===== src/rtl/spi_slv_pkg.sv =====
package spi_slv_pkg;
  localparam int unsigned MIN_W   = 4;
  localparam int unsigned LN_SCLK = 0;
  localparam int unsigned LN_MOSI = 1;
  localparam int unsigned LN_SS   = 2;
  localparam int unsigned N_LINES = 3;

  function automatic logic maj3(input logic a, input logic b, input logic c);
    return (a & b) | (a & c) | (b & c);
  endfunction
endpackage


===== src/rtl/spi_slv_cond.sv =====
module spi_slv_cond
  import spi_slv_pkg::*;
#(
  parameter int unsigned SYNC_STAGES = 2
) (
  input  logic clk_i,
  input  logic rst_ni,
  input  logic filter_en_i,
  input  logic line_i,
  output logic lvl_o
);
  logic [SYNC_STAGES-1:0] sync_q;
  logic [1:0]             hist_q;

  always_ff @(posedge clk_i or negedge rst_ni) begin
    if (!rst_ni) begin
      sync_q <= '0;
      hist_q <= '0;
    end else begin
      sync_q <= {sync_q[SYNC_STAGES-2:0], line_i};
      hist_q <= {hist_q[0], sync_q[SYNC_STAGES-1]};
    end
  end

  // majority of current and two previous synced samples
  assign lvl_o = filter_en_i ? maj3(sync_q[SYNC_STAGES-1], hist_q[0], hist_q[1])
                             : sync_q[SYNC_STAGES-1];
endmodule


===== src/rtl/spi_slv_flags.sv =====
module spi_slv_flags (
  input  logic clk_i,
  input  logic rst_ni,
  input  logic unf_set_i,
  input  logic err_set_i,
  input  logic clr_i,
  output logic underflow_o,
  output logic slave_err_o
);
  logic unf_q, err_q;

  always_ff @(posedge clk_i or negedge rst_ni) begin
    if (!rst_ni) begin
      unf_q <= 1'b0;
      err_q <= 1'b0;
    end else begin
      if (unf_set_i)  unf_q <= 1'b1;
      else if (clr_i) unf_q <= 1'b0;
      if (err_set_i)  err_q <= 1'b1;
      else if (clr_i) err_q <= 1'b0;
    end
  end

  assign underflow_o = unf_q;
  assign slave_err_o = err_q;

  p_unf_hold_r10: assert property (@(posedge clk_i) disable iff (!rst_ni)
    ($past(unf_q) && !$past(clr_i)) |-> unf_q);
  p_err_hold_r10: assert property (@(posedge clk_i) disable iff (!rst_ni)
    ($past(err_q) && !$past(clr_i)) |-> err_q);
endmodule


===== src/rtl/spi_slv_frame.sv =====
module spi_slv_frame
  import spi_slv_pkg::*;
#(
  parameter int unsigned MAX_W       = 16,
  parameter int unsigned SYNC_STAGES = 2,
  localparam int unsigned CW = $clog2(MAX_W + 1),
  localparam int unsigned IW = $clog2(MAX_W)
) (
  input  logic             clk_i,
  input  logic             rst_ni,
  input  logic             cpol_i,
  input  logic             cpha_i,
  input  logic             msb_first_i,
  input  logic [CW-1:0]    width_i,
  input  logic             ss_pol_i,
  input  logic             sclk_lvl_i,
  input  logic             mosi_lvl_i,
  input  logic             ss_lvl_i,
  input  logic             tx_valid_i,
  input  logic [MAX_W-1:0] tx_data_i,
  output logic             tx_pop_o,
  output logic             miso_o,
  output logic             miso_oe_o,
  output logic             rx_push_o,
  output logic [MAX_W-1:0] rx_data_o,
  output logic             unf_set_o,
  output logic             err_set_o
);
  localparam int unsigned PRIME = SYNC_STAGES + 4;

  logic [3:0]       prime_q;
  logic             armed;
  logic             sclk_q, ss_q;
  logic             sel_q, loaded_q;
  logic [CW-1:0]    tx_cnt_q, rx_cnt_q, eff_w;
  logic [MAX_W-1:0] tx_word_q, rx_word_q, rx_data_q;
  logic             rx_push_q;
  logic [IW-1:0]    tx_idx, rx_idx, first_idx;
  logic             sclk_chg, ss_chg, lead, trail, act_on, act_off;
  logic             lead_ev, trail_ev, start, samp, shift, last;

  always_comb begin
    if (width_i < CW'(MIN_W))      eff_w = CW'(MIN_W);
    else if (width_i > CW'(MAX_W)) eff_w = CW'(MAX_W);
    else                           eff_w = width_i;
  end

  assign armed    = (prime_q == 4'(PRIME));
  assign sclk_chg = armed & (sclk_lvl_i ^ sclk_q);
  assign ss_chg   = armed & (ss_lvl_i ^ ss_q);
  assign lead     = sclk_chg & (sclk_lvl_i != cpol_i);
  assign trail    = sclk_chg & (sclk_lvl_i == cpol_i);
  assign act_on   = ss_chg & (ss_lvl_i == ss_pol_i);
  assign act_off  = ss_chg & (ss_lvl_i != ss_pol_i);

  assign lead_ev  = sel_q & ~act_off & lead;
  assign trail_ev = sel_q & ~act_off & trail;
  assign start    = lead_ev & ~loaded_q;
  assign samp     = cpha_i ? (trail_ev & loaded_q) : lead_ev;
  assign shift    = loaded_q & (cpha_i ? lead_ev : trail_ev);
  assign last     = samp & (rx_cnt_q == eff_w - CW'(1));

  assign tx_idx    = msb_first_i ? IW'(eff_w - CW'(1) - tx_cnt_q) : IW'(tx_cnt_q);
  assign rx_idx    = msb_first_i ? IW'(eff_w - CW'(1) - rx_cnt_q) : IW'(rx_cnt_q);
  assign first_idx = msb_first_i ? IW'(eff_w - CW'(1)) : '0;

  // before the element commits, present the FIFO head (or filler) without popping
  always_comb begin
    if (!sel_q)        miso_o = 1'b1;
    else if (loaded_q) miso_o = tx_word_q[tx_idx];
    else if (tx_valid_i) miso_o = tx_data_i[first_idx];
    else               miso_o = 1'b1;
  end

  always_ff @(posedge clk_i or negedge rst_ni) begin
    if (!rst_ni) begin
      prime_q   <= '0;
      sclk_q    <= 1'b0;
      ss_q      <= 1'b0;
      sel_q     <= 1'b0;
      loaded_q  <= 1'b0;
      tx_cnt_q  <= '0;
      rx_cnt_q  <= '0;
      tx_word_q <= '1;
      rx_word_q <= '0;
      rx_data_q <= '0;
      rx_push_q <= 1'b0;
    end else begin
      if (!armed) prime_q <= prime_q + 4'd1;
      sclk_q    <= sclk_lvl_i;
      ss_q      <= ss_lvl_i;
      rx_push_q <= 1'b0;
      if (act_on && !sel_q) sel_q <= 1'b1;
      else if (act_off)     sel_q <= 1'b0;
      if (!sel_q || act_off) begin
        loaded_q  <= 1'b0;
        tx_cnt_q  <= '0;
        rx_cnt_q  <= '0;
        rx_word_q <= '0;
      end else begin
        if (start) begin
          tx_word_q <= tx_valid_i ? tx_data_i : '1;
          loaded_q  <= 1'b1;
          tx_cnt_q  <= '0;
        end else if (shift) begin
          tx_cnt_q  <= tx_cnt_q + CW'(1);
        end
        if (samp) begin
          if (last) begin
            rx_push_q <= 1'b1;
            rx_data_q <= rx_word_q | (MAX_W'(mosi_lvl_i) << rx_idx);
            rx_word_q <= '0;
            rx_cnt_q  <= '0;
            tx_cnt_q  <= '0;
            loaded_q  <= 1'b0;
          end else begin
            rx_word_q[rx_idx] <= mosi_lvl_i;
            rx_cnt_q          <= rx_cnt_q + CW'(1);
          end
        end
      end
    end
  end

  assign tx_pop_o  = start & tx_valid_i;
  assign unf_set_o = start & ~tx_valid_i;
  assign err_set_o = sel_q & act_off & loaded_q;
  assign miso_oe_o = sel_q;
  assign rx_push_o = rx_push_q;
  assign rx_data_o = rx_data_q;

  p_rx_cnt_range_r6: assert property (@(posedge clk_i) disable iff (!rst_ni)
    rx_cnt_q < eff_w);
  p_tx_cnt_range_r6: assert property (@(posedge clk_i) disable iff (!rst_ni)
    loaded_q |-> (tx_cnt_q < eff_w));
  p_err_deselects_r4: assert property (@(posedge clk_i) disable iff (!rst_ni)
    err_set_o |=> !miso_oe_o);
endmodule


===== src/rtl/spi_slave_core.sv =====
module spi_slave_core
  import spi_slv_pkg::*;
#(
  parameter int unsigned MAX_W       = 16,
  parameter int unsigned SYNC_STAGES = 2,
  localparam int unsigned CW = $clog2(MAX_W + 1)
) (
  input  logic             clk_i,
  input  logic             rst_ni,
  input  logic             cpol_i,
  input  logic             cpha_i,
  input  logic             msb_first_i,
  input  logic [CW-1:0]    width_i,
  input  logic             ss_pol_i,
  input  logic             filter_en_i,
  input  logic             sclk_i,
  input  logic             mosi_i,
  input  logic             ss_i,
  output logic             miso_o,
  output logic             miso_oe_o,
  input  logic             tx_valid_i,
  input  logic [MAX_W-1:0] tx_data_i,
  output logic             tx_pop_o,
  output logic             rx_push_o,
  output logic [MAX_W-1:0] rx_data_o,
  input  logic             flag_clr_i,
  output logic             underflow_o,
  output logic             slave_err_o
);
  logic [N_LINES-1:0] raw_w, lvl_w;
  logic unf_set, err_set;

  assign raw_w[LN_SCLK] = sclk_i;
  assign raw_w[LN_MOSI] = mosi_i;
  assign raw_w[LN_SS]   = ss_i;

  for (genvar g = 0; g < N_LINES; g++) begin : g_in
    spi_slv_cond #(.SYNC_STAGES(SYNC_STAGES)) u_cond (
      .clk_i       (clk_i),
      .rst_ni      (rst_ni),
      .filter_en_i (filter_en_i),
      .line_i      (raw_w[g]),
      .lvl_o       (lvl_w[g])
    );
  end

  spi_slv_frame #(.MAX_W(MAX_W), .SYNC_STAGES(SYNC_STAGES)) u_frame (
    .clk_i       (clk_i),
    .rst_ni      (rst_ni),
    .cpol_i      (cpol_i),
    .cpha_i      (cpha_i),
    .msb_first_i (msb_first_i),
    .width_i     (width_i),
    .ss_pol_i    (ss_pol_i),
    .sclk_lvl_i  (lvl_w[LN_SCLK]),
    .mosi_lvl_i  (lvl_w[LN_MOSI]),
    .ss_lvl_i    (lvl_w[LN_SS]),
    .tx_valid_i  (tx_valid_i),
    .tx_data_i   (tx_data_i),
    .tx_pop_o    (tx_pop_o),
    .miso_o      (miso_o),
    .miso_oe_o   (miso_oe_o),
    .rx_push_o   (rx_push_o),
    .rx_data_o   (rx_data_o),
    .unf_set_o   (unf_set),
    .err_set_o   (err_set)
  );

  spi_slv_flags u_flags (
    .clk_i       (clk_i),
    .rst_ni      (rst_ni),
    .unf_set_i   (unf_set),
    .err_set_i   (err_set),
    .clr_i       (flag_clr_i),
    .underflow_o (underflow_o),
    .slave_err_o (slave_err_o)
  );

  p_unf_from_empty_r3: assert property (@(posedge clk_i) disable iff (!rst_ni)
    $rose(underflow_o) |-> $past(!tx_valid_i));
  p_pop_push_apart_r2: assert property (@(posedge clk_i) disable iff (!rst_ni)
    !(tx_pop_o && rx_push_o));
endmodule


===== config.mk =====
export PLATFORM = sky130hd
export DESIGN_NAME = spi_slave_core
export DESIGN_NICKNAME = d
export VERILOG_FILES = /design/src/rtl/spi_slv_pkg.sv /design/src/rtl/spi_slv_cond.sv /design/src/rtl/spi_slv_flags.sv /design/src/rtl/spi_slv_frame.sv /design/src/rtl/spi_slave_core.sv
export SDC_FILE = /design/constraint.sdc
export NUM_CORES = 1
export LEC_CHECK = 0
export ABC_AREA = 0
export BUFFER_PORTS_ARGS = -buffer_cell sky130_fd_sc_hd__buf_2
export CAP_MARGIN = 40
export CORE_UTILIZATION = 50
export DETAILED_ROUTE_END_ITERATION = 16
export HOLD_SLACK_MARGIN = 0.02
export PLACE_DENSITY = 0.8
export SYNTH_ARGS = -nofsm -noshare
export SYNTH_HDL_FRONTEND = slang
export SYNTH_SLANG_ARGS = --single-unit

===== constraint.sdc =====
create_clock -name clk_i -period 5.1 [get_ports clk_i]
set_input_delay 1.02 -clock clk_i [delete_from_list [all_inputs] [get_ports clk_i]]
set_output_delay 1.02 -clock clk_i [all_outputs]
set_load 0.005 [all_outputs]

Word level (Yosys, flattened, before mapping). Cells that the tools add are included.

Mux-type cells: 44. Shift-type cells: 1. Order comparisons: 6. Add/sub/neg operators: 6. Bitwise gates (word level): 39. Eq/ne operators: 6. Reduce and logical (&&, ||, !) cells: 10.

Operator list (count): 16-bit two-way mux (4); 5-bit two-way mux (10); 1-bit AND (26); 1-bit two-way mux (23); 16-bit bitwise mux (1); 16-bit OR (1); 1-bit by 4-bit << shifter with 16-bit output (1); 4-bit by 5-bit less-than comparator with 1-bit output, second input constant (3); 4-bit two-way mux (3); 5-bit by 1-bit adder with 5-bit output, second input constant (2); 1-bit binary-select mux with 4-bit select (2); 2-bit nonzero test (4); 4-bit subtractor (2); 1-bit OR (6); 5-bit equality test (1); 5-bit greater-than comparator, second input constant (1); 5-bit by 3-bit less-than comparator with 1-bit output, second input constant (1); 5-bit by 1-bit subtractor with 5-bit output, second input constant (1); 4-bit by 1-bit adder with 4-bit output, second input constant (1); 1-bit demux with 4-bit select (1); 4-bit by 3-bit equality test with 1-bit output, second input constant (1); 4-bit by 1-bit >= comparator with 1-bit output, second input constant (1); 1-bit NOT (4); 3-bit AND reduction (1); 7 further kinds (11).

Flip-flop bits (word level): 81. Output and inout port bits: 22. Bits of input ports: 33.

Depth between registers and ports, before layout. Gate-level depths: netlist of run 1.

Word-level depth: 17. Mapped depth: 14.

Cells and area by module. Synthesis of run 1 repeated with hierarchy kept, for this count alone.

Cells, all modules: 436. Area total of the unflattened synthesis: 4424.2 um^2.

Modules (own cells, without submodules): spi_slv_frame (area each 3983.8 um^2, cells each 410, seq. area each 1671.6 um^2, times used 1); spi_slv_cond (area each 123.9 um^2, cells each 7, seq. area each 100.1 um^2, times used 3); spi_slv_flags (area each 68.8 um^2, cells each 5, seq. area each 50.0 um^2, times used 1).

Worst setup path before layout of run 1. Ideal clock, no wire load.

Path kind: in2out. Start point: input width_i[4]. End point: output miso_o. Stages on the path: 13. Arrival time: 3562 ps. Required time: 4080 ps. Setup slack: 518 ps. Cells stage by stage: clkbuf_2 o21ba_2 nand2_1 ha_1 clkbuf_1 xor2_1 ha_1 nand2_1 o21ai_0 xor2_1 a21boi_0 or2_2 o311a_1.

Cells in the longest elaborated chain, start to end: 10. Elaborated cells between the ends (all ways): 15. Those cells by class: add/sub (2); order compare (2); mux (11).

RTL lines: from (decl) (line spi_slave_core.sv:13) `input logic [CW-1:0] width_i,`; 5-bit greater-than comparator (line spi_slv_frame.sv:44) `else if (width_i > CW'(MAX_W)) eff_w = CW'(MAX_W);`; 5-bit two-way mux (line spi_slv_frame.sv:44); 5-bit two-way mux (*) (line spi_slv_frame.sv:43) `if (width_i < CW'(MIN_W)) eff_w = CW'(MIN_W);`; 5-bit by 1-bit subtractor with 5-bit output (*); 4-bit subtractor / 4-bit two-way mux (equally long branches) (line spi_slv_frame.sv:63, spi_slv_frame.sv:65); 4-bit two-way mux / 1-bit binary-select mux with 4-bit select (equally long branches) (line spi_slv_frame.sv:63, spi_slv_frame.sv:71); 1-bit binary-select mux with 4-bit select / 1-bit two-way mux (equally long branches) (line spi_slv_frame.sv:70, spi_slv_frame.sv:71); 1-bit two-way mux (on tied branches) (line spi_slv_frame.sv:70, spi_slv_frame.sv:71); 1-bit two-way mux (*) (line spi_slv_frame.sv:70) `else if (loaded_q) miso_o = tx_word_q[tx_idx];`; 1-bit two-way mux (*) (line spi_slv_frame.sv:69) `if (!sel_q) miso_o = 1'b1;`; to (decl) (line spi_slave_core.sv:19) `output logic miso_o,`.

Every way passes the cells marked *; elsewhere a longest branch is shown, timed or not. The select of a mux whose other input is x is not followed.

Worst setup path after layout of run 1. Ends and elaborated chain as after synthesis.

==> results of run 1 <==
[critical path, cell delays in order]
cell and delay, ns:
buf_2 0.16, o21ba_2 0.32, nand2_1 0.14, ha_2 0.27, xor2_2 0.21, ha_1 0.34
nand2_1 0.06, o21ai_0 0.18, xor2_1 0.20, a21boi_0 0.13, or2_2 0.32, o311a_1 0.36
buf_2 0.13
[cell usage in the layout, fill, tap and decap left out, drive strengths merged, types with 7 or more instances in the layout]
master and n:
dfrtp 64, nand2 61, buf 61, o21ai 61, nor2 55, mux2i 22
inv 20, nor2b 17, dfstp 16, a21oi 15, nand4 13, ha 12
clkbuf 11, xnor2 9, a41oi 9, nand3 8, xor2 7
[metal layers]
layer,routed length (um),part of all wire,vias to the layer above,track usage
met3,360,0.034,18,0.0365
met1,4870,0.46,1891,0.299
li1,-,-,1910,-
met4,178,0.017,0,0.0588
met5,0,0,-,0
met2,5230,0.49,94,0.392
[metrics by stage]
stage          instance area [um2]  total power [W]
2_1_floorplan                 4770          0.00108
3_3_place_gp                  5140          0.00118
3_5_place_dp                  5160          0.00120
4_1_cts                       5350          0.00166
5_1_grt                       5360          0.00175
6_report                      5360          0.00165
[cell type report]
| type | count | area share |
|---|---|---|
| well taps | 129 | 0.0301 |
| multi-input cells | 383 | 0.478 |
| clock buffers | 11 | 0.0245 |
| clock inverters | 5 | 0.0107 |
| flip-flops and latches | 80 | 0.377 |
| repair buffers | 61 | 0.0644 |
| inverters | 22 | 0.0154 |
[kinds of logic after synthesis]
group / Yosys count
adders and majority gates: 14
xor gates and xnor gates: 16
buffers and inverters: 44
DFF: 80
and+or+nand+nor: 193
muxes: 25
AOI/OAI and AO/OA: 135
[state kept, by name, indices dropped and copies added, names as in the netlist, 4 cells and up]
signal / flops
u_frame.rx_data_o: 16
u_frame.rx_word_q: 16
u_frame.tx_word_q: 16
g_in.u_cond.hist_q: 6
g_in.u_cond.sync_q: 6
u_frame.rx_cnt_q: 5
u_frame.prime_q: 4
u_frame.tx_cnt_q: 4
[power breakdown]
group	switching (W)	total, W	internal (W)
combinational	0.000212	0.000367	0.000154
sequential	0.0000640	0.000827	0.000763
clock	0.000231	0.000458	0.000227
total	0.000507	0.00165	0.00114
[cells in the mapped netlist, drive strengths merged (8+ instances only)]
| master | number |
|---|---|
| mux2i | 22 |
| dfstp | 16 |
| dfrtp | 64 |
| clkbuf | 13 |
| o21ai | 61 |
| nor2 | 55 |
| a41oi | 9 |
| nand3 | 8 |
| nand4 | 13 |
| nor2b | 17 |
| buf | 9 |
| xnor2 | 9 |
| ha | 12 |
| nand2 | 61 |
| inv | 20 |
| a21oi | 15 |
[path summary, 6_finish.rpt]
kind                                           from                  endpoint  slack, ns  cells after the start
max                                      width_i[4]                    miso_o       0.24                     13
min                        g_in[0].u_cond.sync_q[0]  g_in[0].u_cond.sync_q[1]       0.35                      0
max reg2reg                     u_frame.rx_cnt_q[0]     u_frame.rx_word_q[14]       2.14                      8
min reg2reg                g_in[0].u_cond.sync_q[0]  g_in[0].u_cond.sync_q[1]       0.35                      0
max in group asynchronous                    rst_ni      u_frame.tx_word_q[6]       3.85                      2
min in group asynchronous                    rst_ni         u_frame.rx_push_o       0.61                      1
[what timing repair did]
item                                    CTS  global route
hold endpoints to repair                  0             0
resized for setup                         0             2
endpoints found under the setup margin    0             1
==> metrics.txt, run 1 <==
outcome=completed; setup TNS=0 ns; skew final=0.0102 ns; fmax=206 MHz; pre-CTS setup slack=0.172 ns; leading post-synthesis cells by cell area=dfrtp_1 (34%), dfstp_2 (8.8%), o21ai_0 (5.0%); global placement routability congestion=around 0.86; top cell type's share of synthesized area=0.336; post-synthesis mux area share=0.0612; cells after synthesis=507; # rows=35; share of synthesized area occupied by flip-flops and latches=0.424; Num CTS Buffers=9; Mapped Nets=around 550; Final #Nets=604; pin count of the biggest net entering global routing=49; Initial Util=0.516; CTS sink cnt=80; Port Buffers=between 50 and 60; Clk Latency, worst-skew pair=between 0.3 and 0.4 ns; leak pwr=between 2 and 3 nW; DRC Markers=0; layout cells sized above 1=0.217; fin. max-slew vios=0; Seq cells post-synth=80; Post-Route WL=10600 um; Clock Path Buffers=2; initial antenna violation count=0; main combinational cell family by area after synthesis=simple AND/OR/NAND/NOR gates; Fin. Hold Viols=0; Final ANT Viol Nets=0; RSZ-0062 raised after global routing=false; critical path class=in2out; Vias=3913; post-CTS setup buffers=0; Async SR Flop Fraction=1.00; fin crit share=0.952; Synth Warn #=0; dpl cells=675; Worst-Margin Slew=0.799 ns; Core ar.=9240 um2; final setup margin=0.243 ns; # fillers=~830; Max VDD drop=193 uV; crit end category=primary output; Synth Area in XOR/XNOR=0.0294; Cell Area, Synth=4770 um2; Hold Path Class=reg2reg; clock root buffer=clkbuf_8; CTS tree=yes; adder-cell area share of the yosys netlist=0.0399; drt pass-1 iters=5; synth unique cells=73; Die Width=99.6 um; Register Area=approximately 2000 um2; vias in the first global route=around 3700; fin crit period=4.86 ns; Overflow after GRT=0; EDFF count, synth=0; total of max-cap violations=0; Worst Hold Margin=0.352 ns; wire per inst=15.4 um; CP max FO=10; IO Pins=55; All-Layer GR Usage=0.227; Power Dens Cells=308 nW/um2; Die Area=9930 um2; Die Y=99.6 um; number of inserted diodes=0; largest area contributor in the netlist=dfrtp_1; relative slew slack=0.464; Synth Area in Compound Gates=0.193; Mean Syn Cell Area=between 9 and 10 um2; post-DP HPWL=7740 um; ys flop type=dfrtp_1; Worst EP required=around 4.1 ns; final setup vio count=0; fin cells=around 700; first-pass GRT wire length=17800 um; Reg clk slew, reported paths=about 0.080 ns; multi-input logic area=2560 um2; fin util=0.581; critical path data arrival time=3.84 ns; Vias per Instance=5.66; Setup crit start kind=input pin; area grow syn2layout=12.5%; Post-CTS Hold Buffers=0; simple-gate area share of the yosys netlist=0.212; htree depth=3; Initial DRC Count=about 220
No activity file was read; power rests on OpenSTA's default activity.
==> run 2: changes to the inputs <==
--- a/config.mk
+++ b/config.mk
@@ -8,10 +8,11 @@
 export ABC_AREA = 0
 export BUFFER_PORTS_ARGS = -buffer_cell sky130_fd_sc_hd__buf_2
 export CAP_MARGIN = 40
-export CORE_UTILIZATION = 50
+export CORE_UTILIZATION = 45
+export CTS_BUF_LIST = sky130_fd_sc_hd__clkbuf_4
 export DETAILED_ROUTE_END_ITERATION = 16
 export HOLD_SLACK_MARGIN = 0.02
-export PLACE_DENSITY = 0.8
+export PLACE_DENSITY = 0.74
 export SYNTH_ARGS = -nofsm -noshare
 export SYNTH_HDL_FRONTEND = slang
 export SYNTH_SLANG_ARGS = --single-unit
==> metrics.txt, run 2 (same netlist as run 1, synthesis figures left out) <==
outcome=completed (unchanged); Power Dens Cells=303 nW/um2 (was 308 nW/um2); total of max-cap violations=0 (unchanged); Reg clk slew, reported paths=0.13 ns (was 0.08 ns); htree depth=3 (unchanged); RR Startpoint=u_frame.rx_cnt_q[0] (unchanged); initial antenna violation count=0 (unchanged); WHS Endpoint=g_in[2].u_cond.sync_q[1] (was g_in[0].u_cond.sync_q[1]); Core ar.=10300 um2 (was 9240 um2); critical path class=in2out (unchanged); critical path data arrival time=3.85 ns (was 3.84 ns); fmax=205 MHz (was 206 MHz); pre-CTS setup slack=0.200 ns (was 0.172 ns); post-DP HPWL=7910 um (was 7740 um); combinational power share=0.229 (was 0.222); # fillers=986 (was 828); area grow syn2layout=11.8% (was 12.5%); Final ANT Viol Nets=0 (unchanged); Hold Path Cell Cnt=0 (unchanged); dpl cells=682 (was 675); post-CTS setup buffers=0 (unchanged); Resize count post-CTS=0 (unchanged); Num CTS Buffers=9 (unchanged); P_int=0.00111 W (was 0.00114 W); Vias per Instance=5.73 (was 5.66); fin. max-slew vios=0 (unchanged); relative slew slack=0.411 (was 0.464); CTS tree=yes (unchanged); multi-input logic area=2560 um2 (unchanged); global placement routability congestion=0.858 (was 0.861); Worst EP required=4.08 ns (about the same); Port Buffers=54 (unchanged); IO Pins=55 (unchanged); Die Width=105 um (was 99.6 um); vias in the first global route=3955 (was 3703); number of inserted diodes=0 (unchanged); CP max FO=10 (unchanged); Overflow after GRT=0 (unchanged); fin crit share=0.955 (was 0.952); CTS sink cnt=80 (unchanged); leak pwr=2.52 nW (was 2.54 nW); Die Y=105 um (was 99.6 um); Final #Nets=604 (unchanged); fin crit period=4.87 ns (was 4.86 ns); layout cells sized above 1=0.217 (about the same); # rows=37 (was 35); Setup crit start kind=input pin (unchanged); Clock Path Buffers=2 (unchanged); Hold Path Class=reg2reg (unchanged); Initial DRC Count=181 (was 219); Max VDD drop=214 uV (was 193 uV); RSZ-0062 raised after global routing=false (unchanged); Area after DPL=5170 um2 (was 5160 um2); Clk Latency, worst-skew pair=0.44 ns (was 0.35 ns); Final Instance Area=5330 um2 (was 5360 um2); sequential power share=0.511 (was 0.501); Worst-Margin Slew=0.875 ns (was 0.799 ns); final setup vio count=0 (unchanged); Fin. Hold Viols=0 (unchanged); drt pass-1 iters=7 (was 5); first-pass GRT wire length=18500 um (was 17800 um); wire per inst=15.5 um (was 15.4 um); P_sw=0.000502 W (was 0.000507 W); Initial Util=0.464 (was 0.516); Clock power frac=0.260 (was 0.277); All-Layer GR Usage=0.209 (was 0.227); switch share=0.312 (was 0.307); skew final=0.0182 ns (was 0.0102 ns); HP Start=g_in[2].u_cond.sync_q[0] (was g_in[0].u_cond.sync_q[0]); pin count of the biggest net entering global routing=43 (was 49); Worst R2R Setup Slack=2.13 ns (was 2.14 ns); crit end category=primary output (unchanged); most frequent cells in the layout=dfrtp_1 (64), nand2_1 (60), nor2_1 (54), buf_2 (53), o21ai_0 (48) (unchanged); Post-CTS Hold Buffers=0 (unchanged); setup TNS=0 ns (unchanged); Reg2Reg Depth=8 (unchanged); clock root buffer=clkbuf_4 (was clkbuf_8); Post-Route WL=10800 um (was 10600 um); DRC Markers=0 (unchanged); commonest non-fill, non-tap cell in the layout=dfrtp_1 (unchanged); fin util=0.519 (was 0.581); Die Area=11000 um2 (was 9930 um2); Register Area=2020 um2 (unchanged); fin cells=697 (was 691); Vias=3994 (was 3913); reg2reg end=u_frame.rx_word_q[15] (was u_frame.rx_word_q[14]); final setup margin=0.231 ns (was 0.243 ns)
## run 2: power by group through the flow
stage | Clock (W) | Sequential (W) | Combinational (W)
after floorplan | 0 | 0.000809 | 0.000270
after CTS | 0.000432 | 0.000823 | 0.000369
final | 0.000419 | 0.000825 | 0.000369
after global placement | 0 | 0.000834 | 0.000347
after detailed placement | 0 | 0.000836 | 0.000366
after global routing | 0.000457 | 0.000836 | 0.000418
## run 2: critical path, cell delays in order
cell and delay (ns):
buf_2 0.15, o21ba_2 0.32, nand2_1 0.14, ha_2 0.27
xor2_2 0.20, ha_1 0.34, nand2_1 0.07, o21ai_0 0.21
xor2_1 0.19, a21boi_0 0.12, or2_2 0.32, o311a_1 0.35
buf_2 0.13
## run 2: cell type report
class | count | share of cell area
sequential | 80 | 0.379
multi-input combinational | 383 | 0.481
inverter | 22 | 0.0155
clock buffer | 9 | 0.0127
tap | 136 | 0.0319
timing repair buffer | 61 | 0.0634
clock inverter | 6 | 0.0160
## run 2: how the worst max path moves through the flow
| stage | cells after the start | start | to | slack, ns |
|---|---|---|---|---|
| floorplan | 13 | width_i[4] | miso_o | 0.52 |
| global placement | 13 | width_i[4] | miso_o | 0.27 |
| detailed placement | 13 | width_i[4] | miso_o | 0.20 |
| CTS | 13 | width_i[4] | miso_o | 0.19 |
| global route | 13 | width_i[4] | miso_o | 0.07 |
| finish | 13 | width_i[4] | miso_o | 0.23 |
## run 2: stage by stage
step | hold slack, ns | total power [W]
CTS | 0.363 | 0.00162
detailed placement | 0.337 | 0.00120
finish | 0.353 | 0.00161
global placement | 0.332 | 0.00118
global route | 0.362 | 0.00171
floorplan | 0.331 | 0.00108
## run 2: routing by layer
metal / share of wire / track usage / vias up
met3: 0.040 / 0.0349 / 19
met5: 0 / 0 / -
met2: 0.49 / 0.355 / 103
li1: - / - / 1913
met1: 0.44 / 0.264 / 1959
met4: 0.020 / 0.0855 / 0
